File: src/rtl/cal_alarm_pkg.sv
package cal_alarm_pkg;
   typedef enum logic {
      MODE_LATCHED = 1'b0,
      MODE_PULSED  = 1'b1
   } alarm_mode_e;

   localparam int SLOT_SEC   = 0;
   localparam int SLOT_MIN   = 1;
   localparam int SLOT_HOUR  = 2;
   localparam int SLOT_DATE  = 3;
   localparam int SLOT_MONTH = 4;
   localparam int SLOT_YEAR  = 5;
   localparam int SLOT_DOW   = 6;
endpackage

File: src/rtl/alarm_field_match.sv
module alarm_field_match #(
   parameter int NUM_FIELDS = 7,
   parameter int FIELD_W    = 7
) (
   input  logic [NUM_FIELDS*FIELD_W-1:0]     now_fields,
   input  logic [NUM_FIELDS*(FIELD_W+1)-1:0] alarm_regs,
   output logic                              hit
);
   localparam int REG_W = FIELD_W + 1;

   logic [NUM_FIELDS-1:0] slot_en;
   logic [NUM_FIELDS-1:0] slot_ok;

   generate
      if (NUM_FIELDS < 1) begin : g_bad_count
         $error("alarm_field_match: NUM_FIELDS must be at least 1");
      end
      if (FIELD_W < 1) begin : g_bad_width
         $error("alarm_field_match: FIELD_W must be at least 1");
      end
      for (genvar i = 0; i < NUM_FIELDS; i++) begin : g_slot
         assign slot_en[i] = alarm_regs[i*REG_W + FIELD_W];
         assign slot_ok[i] = ~slot_en[i] |
            (alarm_regs[i*REG_W +: FIELD_W] == now_fields[i*FIELD_W +: FIELD_W]);
      end
   endgenerate

   assign hit = (|slot_en) & (&slot_ok);
endmodule

File: src/rtl/alarm_irq_ctrl.sv
module alarm_irq_ctrl
   import cal_alarm_pkg::*;
#(
   parameter int PULSE_CYCLES = 4
) (
   input  logic        clk,
   input  logic        rst_n,
   input  logic        set_evt,
   input  logic        clr,
   input  alarm_mode_e mode,
   input  logic        gate,
   output logic        alm_flag,
   output logic        irq_active
);
   localparam int CNT_W = $clog2(PULSE_CYCLES + 1);
   localparam logic [CNT_W-1:0] CNT_LOAD = CNT_W'(PULSE_CYCLES);

   generate
      if (PULSE_CYCLES < 1) begin : g_bad_pulse
         $error("alarm_irq_ctrl: PULSE_CYCLES must be at least 1");
      end
   endgenerate

   logic [CNT_W-1:0] pulse_cnt;

   always_ff @(posedge clk or negedge rst_n) begin
      if (!rst_n) begin
         alm_flag <= 1'b0;
      end else if (set_evt) begin
         alm_flag <= 1'b1;
      end else if (clr) begin
         alm_flag <= 1'b0;
      end
   end

   always_ff @(posedge clk or negedge rst_n) begin
      if (!rst_n) begin
         pulse_cnt <= '0;
      end else if (!gate) begin
         pulse_cnt <= '0;
      end else if (set_evt && mode == MODE_PULSED) begin
         pulse_cnt <= CNT_LOAD;
      end else if (pulse_cnt != '0) begin
         pulse_cnt <= pulse_cnt - 1'b1;
      end
   end

   always_comb begin
      if (!gate)
         irq_active = 1'b0;
      else if (mode == MODE_PULSED)
         irq_active = (pulse_cnt != '0);
      else
         irq_active = alm_flag;
   end

   p_set_flag_r3: assert property (@(posedge clk) disable iff (!rst_n)
      set_evt |=> alm_flag);

   p_clear_flag_r4: assert property (@(posedge clk) disable iff (!rst_n)
      (clr && !set_evt) |=> !alm_flag);

   p_pulse_bound_r5: assert property (@(posedge clk) disable iff (!rst_n)
      pulse_cnt <= CNT_LOAD);

   p_latched_hold_r4: assert property (@(posedge clk) disable iff (!rst_n)
      (alm_flag && !clr) |=> alm_flag);
endmodule

File: src/rtl/cal_alarm.sv
module cal_alarm
   import cal_alarm_pkg::*;
#(
   parameter int NUM_FIELDS   = 7,
   parameter int FIELD_W      = 7,
   parameter int PULSE_CYCLES = 4
) (
   input  logic                              clk,
   input  logic                              rst_n,
   input  logic                              sec_tick,
   input  logic [NUM_FIELDS*FIELD_W-1:0]     now_fields,
   input  logic [NUM_FIELDS*(FIELD_W+1)-1:0] alarm_regs,
   input  logic                              alarm_on,
   input  logic                              pulse_mode,
   input  logic                              fout_en,
   input  logic                              alm_clr,
   output logic                              alm_flag,
   output logic                              irq_n
);
   logic        hit;
   logic        gate;
   logic        set_evt;
   logic        irq_active;
   alarm_mode_e mode;

   assign mode    = alarm_mode_e'(pulse_mode);
   assign gate    = alarm_on & ~fout_en;
   assign set_evt = sec_tick & gate & hit;
   assign irq_n   = ~irq_active;

   alarm_field_match #(
      .NUM_FIELDS (NUM_FIELDS),
      .FIELD_W    (FIELD_W)
   ) u_match (
      .now_fields (now_fields),
      .alarm_regs (alarm_regs),
      .hit        (hit)
   );

   alarm_irq_ctrl #(
      .PULSE_CYCLES (PULSE_CYCLES)
   ) u_ctrl (
      .clk        (clk),
      .rst_n      (rst_n),
      .set_evt    (set_evt),
      .clr        (alm_clr),
      .mode       (mode),
      .gate       (gate),
      .alm_flag   (alm_flag),
      .irq_active (irq_active)
   );

   p_rise_needs_tick_r1: assert property (@(posedge clk) disable iff (!rst_n)
      $rose(alm_flag) |-> $past(sec_tick));

   p_gate_release_r6: assert property (@(posedge clk) disable iff (!rst_n)
      (!alarm_on || fout_en) |-> irq_n);

   p_reset_idle_r7: assert property (@(posedge clk)
      !rst_n |-> (!alm_flag && irq_n));
endmodule

File: config.mk
export PLATFORM = sky130hd
export DESIGN_NAME = cal_alarm
export DESIGN_NICKNAME = d
export VERILOG_FILES = /design/src/rtl/cal_alarm_pkg.sv /design/src/rtl/alarm_field_match.sv /design/src/rtl/alarm_irq_ctrl.sv /design/src/rtl/cal_alarm.sv
export SDC_FILE = /design/constraint.sdc
export NUM_CORES = 1
export LEC_CHECK = 0
export BUFFER_PORTS_ARGS = -buffer_cell sky130_fd_sc_hd__buf_2
export CAP_MARGIN = 0
export CORE_ASPECT_RATIO = 1.4
export CORE_UTILIZATION = 31
export CTS_CLUSTER_DIAMETER = 40
export CTS_CLUSTER_SIZE = 24
export DETAILED_ROUTE_END_ITERATION = 10
export GPL_TIMING_DRIVEN = 0
export HOLD_SLACK_MARGIN = 0.03
export PLACE_DENSITY = 0.8
export SETUP_SLACK_MARGIN = 0.15
export SLEW_MARGIN = 20
export SYNTH_ARGS = -nofsm -noshare
export SYNTH_HDL_FRONTEND = slang
export SYNTH_HIERARCHICAL = 1
export SYNTH_SLANG_ARGS = --single-unit
export TNS_END_PERCENT = 1
File: constraint.sdc
create_clock -name clk -period 1.8 [get_ports clk]
set_clock_uncertainty 0.15 [all_clocks]
set_input_delay 0.36 -clock clk [delete_from_list [all_inputs] [get_ports clk]]
set_output_delay 0.36 -clock clk [all_outputs]
set_load 0.005 [all_outputs]
# Word-level counts from Yosys, hierarchy flattened
# Cells that the tools add are included.
# totals
out_inout_bits	2
inputBits	112
register_bits	4
# op_classes
bitwise	20
n_reduce_logical	5
n_eq_ne	8
addsub	1
mux	7
# op_table
op	count
7-bit equality test	7
3-bit 2-to-1 mux	3
1-bit inverter	9
1-bit bitwise OR	7
7-bit AND reduction	1
7-bit OR reduction	1
1-bit AND	4
1-bit 2-to-1 mux	4
3-bit by 1-bit inequality test with 1-bit output, second input constant	1
3-bit nonzero test	1
3-bit by 1-bit subtractor with 3-bit output, second input constant	1
2-bit nonzero test	1
1-bit logical AND	1

# Longest topological paths before layout
# depth
word_depth	8
depth_mapped	9
depth_no_buf	9

# Modules after synthesis
# Netlist, hierarchy kept.
# by_module_without_submodules
mod	cells_per_inst	area_each_um2	seq_area_each_um2	n_inst
alarm_field_match	70	596.8	0.0	1
alarm_irq_ctrl	22	231.5	100.1	1
cal_alarm	3	22.5	0.0	1

# Worst setup path after synthesis
# OpenSTA, ideal clock, no wires.
# synth_path
path_type	input -> register
from	input now_fields[33]
to	register u_ctrl.pulse_cnt[1]
cell_stages	8
required_ns	1.527
setup_slack_ns	0.028
n_path_buf	0
arrival_ns	1.499
path_cell_list	xor2_1 > o41ai_2 > nand4_1 > nor3_1 > and4b_1 > nand2_1 > nand2_1 > a211oi_2
# synth_via
elab_chain_cells	8
# synth_lines
item	line_no	rtl
start: declaration	cal_alarm.sv:11	input logic [NUM_FIELDS*FIELD_W-1:0] now_fields,
7-bit equality test (*)	alarm_field_match.sv:24	(alarm_regs[i*REG_W +: FIELD_W] == now_fields[i*FIELD_W +: FIELD_W]);
1-bit bitwise OR (*)	alarm_field_match.sv:23	assign slot_ok[i] = ~slot_en[i] |
7-bit AND reduction (*)	alarm_field_match.sv:28	assign hit = (|slot_en) & (&slot_ok);
1-bit AND (*)	alarm_field_match.sv:28	
net hit	cal_alarm.sv:20	logic hit;
1-bit AND (*)	cal_alarm.sv:28	assign set_evt = sec_tick & gate & hit;
net set_evt	cal_alarm.sv:22	logic set_evt;
1-bit logical AND (*)	alarm_irq_ctrl.sv:41	end else if (set_evt && mode == MODE_PULSED) begin
3-bit 2-to-1 mux	alarm_irq_ctrl.sv:41	
3-bit 2-to-1 mux	alarm_irq_ctrl.sv:39	end else if (!gate) begin
end signal: assignment	alarm_irq_ctrl.sv:44	pulse_cnt <= pulse_cnt - 1'b1;
end: declaration	alarm_irq_ctrl.sv:24	logic [CNT_W-1:0] pulse_cnt;
# Mark *: on every way through the listed nets, which the timed path passes. The rest lies on a longest branch.
# A chain may end at the register's enable or synchronous reset.

# Final worst setup path
# layout_path
from	register u_ctrl.pulse_cnt[0]
to	output irq_n
# layout_via
elab_chain_cells	4
# layout_lines
item	line_no	rtl
3-bit nonzero test	alarm_irq_ctrl.sv:52	irq_active = (pulse_cnt != '0);
1-bit 2-to-1 mux	alarm_irq_ctrl.sv:51	else if (mode == MODE_PULSED)
1-bit 2-to-1 mux	alarm_irq_ctrl.sv:49	if (!gate)
net irq_active	cal_alarm.sv:23	logic irq_active;
1-bit inverter	cal_alarm.sv:29	assign irq_n = ~irq_active;
end: declaration	cal_alarm.sv:18	output logic irq_n
# The timed path passes the listed nets, and every way through them passes these cells.

==> flow_metrics.py <==
metrics = {
    "status": {
        "outcome": "complete, no violations",
    },
    "clock_tree": {
        "cts_made_buffers": 3,
        "htreeDepth": 1,
        "root_buffer": "clkbuf_4",
        "clock-sinks": 4,
        "clock_path_buffers": 2,
        "post-cts-setup-buffers": 0,
        "path_clk_slew_ps": 30,
        "cts_tree": "done",
        "clkLatencyLatePin_ps": 230,
    },
    "power_and_ir_drop": {
        "p_clk_share_pct": 22.1,
        "p_int_mw": 0.340,
        "p_leak_nw": 0.844,
        "sw_frac_of_total_pct": 30.2,
        "power.switching_mw": 0.147,
        "p_comb_share_pct": 59.3,
        "ir_drop_uv": 157,
        "seq_power_share_pct": 18.6,
        "power_density_nw_per_um2": 303,
        "power_mw": 0.487,
    },
    "cells_and_area": {
        "multiInputGateArea_sq_um": 826,
        "register_area_sq_um": 100,
        "drive_gt1_share_pct": 64.2,
        "area_growth_pct": 89.1,
        "fillerInstances": 267,
        "fin_area_sq_um": 1610,
        "num-nets-final": 328,
        "antenna_cells": 0,
    },
    "drt": {
        "drc_errors": 0,
        "wire_per_inst_um": 10.6,
        "final_antenna_net_count": 0,
        "drt-initial-drc-count": 6,
        "dr.pass1.iters": 4,
        "avgViaCountPerCell": 4.52,
        "vias": 1120,
        "wirelength_um": 2640,
    },
    "synth": {
        "ys_warn_count": 6,
        "syn_area_sq_um": 851,
        "ys_async_sr_fraction_pct": 100,
        "syn_inst": 95,
        "syn_avg_cell_area_sq_um": 8.96,
        "synth_top_area_cell": "xnor2_1",
        "synthFlopType": "dfrtp_1",
        "syn_nets": 209,
        "seq_area_frac_synth_pct": 11.8,
        "synth_cell_types": 22,
        "synth_area_leaders": "xnor2_1, xor2_1, dfrtp_1",
        "synth_top_area_share_pct": 25.7,
        "synth-edff-count": 0,
        "synth-seq-cells": 4,
        "synthTopCellsByCount": "xnor2_1, xor2_1, nand4_1",
    },
    "worst_setup_path": {
        "crit_type": "reg -> out",
        "crit_path_start_kind": "flip-flop",
        "cp.required_ps": 1290,
        "critical-path-slowest-cell": "dfrtp_1",
        "critPathBufInv": 3,
        "r2r-start": "u_ctrl/pulse_cnt[0]",
        "crit_top_cell": "inv_1",
        "cp_max_fo": 4,
        "cp-startpoint": "u_ctrl/pulse_cnt[0]",
        "endpoint_kind": "primary output",
        "cp_top_family": "flip-flops",
        "crit_path_max_incr_delay_ps": 380,
        "cp_data_arrival_time_ps": 1280,
        "path_cells": "inv_1, ha_4, nand2b_4, mux2i_1, nor2b_1, inv_1, buf_2",
    },
    "global_route": {
        "overflow": 0,
        "grtUsageTotal_pct": 18.2,
        "grt_pass1_wl_um": 4110,
        "antenna_found_initial": 0,
        "grt_pass1_vias": 1129,
        "grt_max_degree": 5,
    },
    "floorplanning": {
        "die_w_um": 46.3,
        "die_h_um": 64.0,
        "core_sq_um": 2620,
        "row_count": 22,
        "dieArea_sq_um": 2960,
        "start_util_pct": 32.5,
        "ios": 114,
    },
    "hold_path": {
        "min_path_type": "in -> reg",
        "hp-start": "alm_clr",
    },
    "placement": {
        "gp_routability_congestion": 0.714,
        "port-buffer-count": 113,
        "postPlaceCellArea_sq_um": 1460,
        "dpl.hpwl_um": 2340,
        "dp_slack_ps": -338,
    },
    "sta": {
        "worst_pin_slew_ps": 287,
        "slew_violations": 0,
        "post-route-period-util_pct": 99.6,
        "hold_violations": 0,
        "setup_ws_ps": 6.63,
        "slew_headroom_pct": 80.6,
        "rsz0062_at_grt": "true",
        "setup_viol": 0,
        "period_needed_ps": 1790,
        "max_freq_mhz": 558,
        "tns_ps": 0,
    },
    "run": {
        "cap_violations": 0,
    },
}
[what timing repair did]
action                                 4_1_cts  5_1_grt
hold buffers                                 1        0
gates resized for setup                      7       12
setup endpoints to repair                    5        5
endpoints found under the hold margin        4        0
pin swaps                                    1        3
[layout make-up]
| class | instances | share of cell area [%] |
|---|---|---|
| clock buffer | 3 | 1.40 |
| tap | 36 | 2.80 |
| sequential | 4 | 6.22 |
| inverter | 4 | 0.933 |
| multi-input combinational | 87 | 51.3 |
| timing repair buffer | 114 | 37.3 |
[layout by cell type (no fill, tap or decap), types with 2 or more instances in the layout]
cell type	n
nor4_1	2
clkbuf_4	3
dfrtp_1	4
xnor2_2	8
inv_1	4
nand2_2	2
buf_2	109
o41ai_2	5
nand4_1	7
xnor2_1	17
xor2_1	25
buf_6	4
nor2_1	4
mux2i_1	2
[kinds of logic after synthesis]
family                   after synthesis  share of synthesized area [%]
buffers and inverters                  4                           1.76
flip-flops                             4                           11.8
multiplexers                           2                           2.35
AND/OR/NAND/NOR                       22                           15.4
XOR/XNOR                              50                           51.5
adder cells (fa/ha/maj)                2                           2.94
AO/OA/AOI/OAI                         11                           14.3
[per-stage QoR]
stage	utilization, %	std cells	hold slack [ps]
5_1_grt	61.5	248	253
3_5_place_dp	55.9	244	21.0
3_3_place_gp	55.9	244	21.0
2_1_floorplan	-	95	-85.6
4_1_cts	58.7	248	238
6_report	61.5	248	247
[final timing paths]
check / endpoint / slack [ps] / cells after the start
hold reg to reg: u_ctrl/alm_flag / 350 / 1
hold / removal: u_ctrl/alm_flag / 250 / 3
setup / recovery: irq_n / 7 / 7
min in group asynchronous: u_ctrl/pulse_cnt[1] / 330 / 2
setup reg to reg: u_ctrl/pulse_cnt[2] / 590 / 4
max in group asynchronous: u_ctrl/pulse_cnt[0] / 1050 / 2
[registers in the layout, indices dropped and copies added (netlist names)]
name / count
u_ctrl/alm_flag: 1
u_ctrl/pulse_cnt: 3
[power groups by stage]
stage	registers, mW	logic [mW]	clock network (mW)
2_1_floorplan	0.0919	0.108	0
3_3_place_gp	0.0919	0.255	0
3_5_place_dp	0.0919	0.262	0
4_1_cts	0.0907	0.272	0.116
5_1_grt	0.0906	0.316	0.121
6_report	0.0908	0.289	0.108
[worst register-to-register path, delay by kind of cell, from the launching register on]
kind	cells	cell delay, ps
flip-flops	1	380
multiplexers	1	190
adder cells (fa/ha/maj)	1	180
buffers and inverters	1	120
AO/OA/AOI/OAI	1	80
[layer usage]
| metal | GRT usage, % | vias to the layer above | part of all wire (%) |
|---|---|---|---|
| li1 | - | 566 | - |
| met1 | 16.3 | 504 | 30 |
| met2 | 36.8 | 50 | 64 |
| met3 | 2.54 | 0 | 5.9 |
| met4 | 6.62 | 0 | 0 |
| met5 | 0 | - | 0 |
No activity file was read; power rests on OpenSTA's default activity.
